## config.mk

```make
export PLATFORM = sky130hd
export DESIGN_NAME = lbc_run_fsm
export DESIGN_NICKNAME = d
export VERILOG_FILES = /design/src/rtl/lbc_pkg.sv /design/src/rtl/lbc_run_fsm.sv
export SDC_FILE = /design/constraint.sdc
export NUM_CORES = 1
export LEC_CHECK = 0
export BUFFER_PORTS_ARGS = -buffer_cell sky130_fd_sc_hd__buf_4
export CAP_MARGIN = 10
export CORE_AREA = 2 2 39 41
export CTS_CLUSTER_SIZE = 10
export DETAILED_ROUTE_END_ITERATION = 8
export DIE_AREA = 0 0 41 43
export GPL_TIMING_DRIVEN = 0
export PLACE_DENSITY_LB_ADDON = 0.25
export SYNTH_ARGS = -nofsm -noshare
export SYNTH_HDL_FRONTEND = slang
export SYNTH_SLANG_ARGS = --single-unit
```

## constraint.sdc

```tcl
create_clock -name clk -period 2.3 [get_ports clk]
set_clock_uncertainty 0.05 [all_clocks]
set_input_delay 0.69 -clock clk [delete_from_list [all_inputs] [get_ports clk]]
set_output_delay 0.69 -clock clk [all_outputs]
set_load 0.005 [all_outputs]
```

## src/rtl/lbc_pkg.sv

```systemverilog
package lbc_pkg;

    // Controller states of the self-test run
    typedef enum logic [1:0] {
        ST_HOLD  = 2'd0,   // idle, verdict shown
        ST_SYNC  = 2'd1,   // waiting for the seed word
        ST_CHECK = 2'd2    // comparing words
    } run_state_e;

endpackage

```

## src/rtl/lbc_run_fsm.sv

```systemverilog
module lbc_run_fsm
    import lbc_pkg::*;
(
    input  logic       clk,
    input  logic       rst_n,
    input  logic       bist_en,
    input  logic       word_vld,
    output run_state_e st_o,
    output logic       start_o,
    output logic       seed_o,
    output logic       check_o,
    output logic       run_o
);

    run_state_e st_q, st_d;

    // state register
    always_ff @(posedge clk or negedge rst_n) begin
        if (!rst_n) begin
            st_q <= ST_HOLD;
        end else begin
            st_q <= st_d;
        end
    end

    // transitions: start, seed, stop
    always_comb begin
        st_d = st_q;
        unique case (st_q)
            ST_HOLD:  if (bist_en) st_d = ST_SYNC;
            ST_SYNC:  if (!bist_en) st_d = ST_HOLD;
                      else if (word_vld) st_d = ST_CHECK;
            ST_CHECK: if (!bist_en) st_d = ST_HOLD;
            default:  st_d = ST_HOLD;
        endcase
    end

    // outputs decoded from the current state
    always_comb begin
        start_o = 1'b0;
        seed_o  = 1'b0;
        check_o = 1'b0;
        run_o   = 1'b0;
        unique case (st_q)
            ST_HOLD:  start_o = bist_en;
            ST_SYNC: begin
                run_o  = 1'b1;
                seed_o = bist_en & word_vld;
            end
            ST_CHECK: begin
                run_o   = 1'b1;
                check_o = bist_en & word_vld;
            end
            default: ;
        endcase
    end

    assign st_o = st_q;

endmodule

```

# == After elaboration in Yosys (flattened, before gate mapping) ==
# Cells that the tools add are included.
# totals
ff_bits,2
inputBits,4
# classes
eq_ne,5
mux,9
bitwise,1
reduce_logical,3
# ops
operator,count
$mux 2,4
$pmux 2 s3,1
$mux 1,4
$ne 2x2->1 const B,2
$ne 3x3->1 const B,1
$reduce_and 3->1,1
$eq 2x1->1 const B,1
$eq 2x2->1 const B,1
$logic_not 2->1,1
$reduce_or 2->1,1
$and 1x1->1,1

# == Depth between registers and ports, before layout ==
# depth
ltp_word,3
ltp_mapped,5
mapped_depth_nobuf,5

# == Least setup slack after synthesis ==
# Ideal clock, no wire load.
# synth_timing
kind,in2out
from,input port word_vld
to,output port check_o
arrival_ns,0.883
t_required_ns,1.560
setup_slack_ns,0.677
path_stages,1
cell_sequence,and3_2
# synth_via
elab_chain_len,2
# synth_lines
item,line,rtl
"start, declared",lbc_run_fsm.sv:7,"input logic word_vld,"
$and 1x1->1,lbc_run_fsm.sv:52,check_o = bist_en & word_vld;
$mux 1,lbc_run_fsm.sv:44,unique case (st_q)
"end, declared",lbc_run_fsm.sv:11,"output logic check_o,"
# No other way between the ends.

# == Worst setup path in the final report ==
# layout_timing
from,"register st_q[0], in the netlist st_o[0]"
to,output port check_o
# layout_via
elab_chain_len,2
# layout_lines
item,line,rtl
"start, declared",lbc_run_fsm.sv:15,"run_state_e st_q, st_d;"
"start signal, assigned",lbc_run_fsm.sv:22,st_q <= st_d;
$eq 2x2->1,lbc_run_fsm.sv:44,
$mux 1,lbc_run_fsm.sv:44,
# No other way between the ends.

==> out/qor.csv <==
metric,value,unit
status,"complete, no violations",
final_core_util,22.60,%
drc,0,
die_w,41,um
worst-slew-pin-transition,0.1903,ns
finalSetupTns,0,ns
cts_root_buf,clkbuf_4,
io_pins,10,
vias_per_cell,3.511,
num_antenna_cells,0,
hold_buffers,0,
globalplace.congestion,0.6282,
pre_cts_ws,0.4333,ns
cp_data_arrival_time,1.25,ns
endpoint_kind,output pin,
critPathLaunchType,register,
drive_gt1_share,61.29,%
period_needed,1.990,ns
max_slew_margin,87.24,%
syn_nets,28,
htree_levels,1,
die_area,1763,sq um
cts_buffer_depth,2,
clock-sinks,2,
area_growth,54.32,%
ys_ff_latch,2,
routed_wl,391,um
final_antenna_net_count,0,
powerDensity,1106,nW/um^2
dr.pass1.iters,2,
ff2ff_setup_slack,0.78,ns
grt_pass1_wl,621,um
largest_register_ffs,2,
hp-class,in2async,
yosysSeqAreaShare,24.69,%
vias,165,
max_freq,0.5025,GHz
wl_per_cell,8.319,um
fin_nets,42,
syn_inst,19,
drv_cap,0,
grt_start_max_net_pins,6,
required,1.56,ns
initial_core_util,14.65,%
cts_tree,built,
slew_violations,0,
postCtsSetupRepairBufs,0,
ctsResizeCount,0,
grtUsageTotal,5.729,%
ir_drop,0.3848,mV
num-fill-cells,153,
rows,14,
p_leak,0.1652,nW
worstSetupPathType,reg2out,
cp_max_fo,5,
hold_violations,0,
antenna_found_initial,0,
hpwl,300.7,um
cts_buffers,3,
die_h,43,um
holdWs,0.1923,ns
setup_viol,0,
r2r-start,st_o[0],
fp.coreArea,1384,sq um
grt_pass1_vias,168,
clkSlewWorstSetupHoldPaths,0.03,ns
grt_remaining_overflow,0,
synth_area,202.7,sq um
rsz0062_at_grt,no,
rr_worst_depth,5,
io_buffers,9,
setup_ws,0.3101,ns
worstSkewPairLatency,0.22,ns
drtIter0Drc,3,
ys_types,12,
period_share,86.52,%
reg2reg_to,st_o[0],
syn_area_per_cell,10.67,sq um
yosysWarningCount,0,
critical path, stage by stage (launching register included):
cell and delay [ns]:
dfrtp_1 0.40, inv_1 0.10, ha_1 0.21, and3_2 0.19, buf_4 0.13
worst max-delay path by stage:
| stage | start | to | slack [ns] |
|---|---|---|---|
| final | st_o[0] | check_o | 0.31 |
| after global routing | st_o[0] | check_o | 0.23 |
| after CTS | st_o[0] | check_o | 0.28 |
| after detailed placement | word_vld | check_o | 0.43 |
| after global placement | word_vld | check_o | 0.43 |
| after floorplan | word_vld | check_o | 0.68 |
cell usage after synthesis:
| cell type | n | share of area, % |
|---|---|---|
| dfrtp_1 | 2 | 25 |
| nor2_1 | 1 | 1.9 |
| and2b_4 | 1 | 4.9 |
| a31o_2 | 1 | 4.3 |
| and3_2 | 2 | 7.4 |
| a211oi_1 | 1 | 3.7 |
| ha_1 | 5 | 31 |
| mux2_4 | 1 | 7.4 |
| and2_2 | 1 | 3.7 |
| inv_1 | 2 | 3.7 |
| nand2b_1 | 1 | 3.1 |
| a21oi_2 | 1 | 4.3 |
routing by layer:
metal  wire, um  part of all wire, %  up-vias  global-route usage, %
li1           -                    -       88                      -
met1        218                   56       67                  7.742
met2        122                   31       10                  5.625
met3         50                   13        0                  3.141
met4          0                    0        0                  6.000
met5          0                    0        -                      0
where the power goes:
part           internal (mW)  switching [mW]
clock network         0.0575          0.0189
logic                  0.117          0.0843
registers             0.0513          0.0173
layout make-up:
cell class | instances | area [sq um] | area share [%]
multi-input cells | 15 | 145.1 | 46.40
repair buffers | 9 | 67.56 | 21.60
flip-flops and latches | 2 | 50.05 | 16.00
clock buffers | 3 | 22.52 | 7.200
well taps | 16 | 20.02 | 6.400
inverters | 2 | 7.507 | 2.400
layout by cell type, fill, tap and decap left out, drive strengths merged:
cell type / instances
and3: 2
and2b: 1
clkbuf: 3
a31o: 1
nor2: 1
ha: 5
dfrtp: 2
a21oi: 1
inv: 2
a211oi: 1
nand2b: 1
mux2: 1
buf: 9
and2: 1
cells by family (layout without fill, tap and decap cells):
kind of cell,count (synthesis),in the layout,synth area share [%]
compound gates,3,3,12.35
fa+ha+maj,5,5,30.86
buf+inv,2,14,3.705
flops,2,2,24.69
mux,1,1,7.405
simple gates,6,6,20.99
metrics by stage:
step                      std cells  power [mW]  area (sq um)
after floorplan                  19      0.1853         202.7
final                            47      0.3460         312.8
after CTS                        47      0.3553         312.8
after global routing             47      0.3806         312.8
after detailed placement         44      0.2716         290.3
after global placement           44      0.2708         290.3
Note: power is estimated with default switching activity, not from simulation.
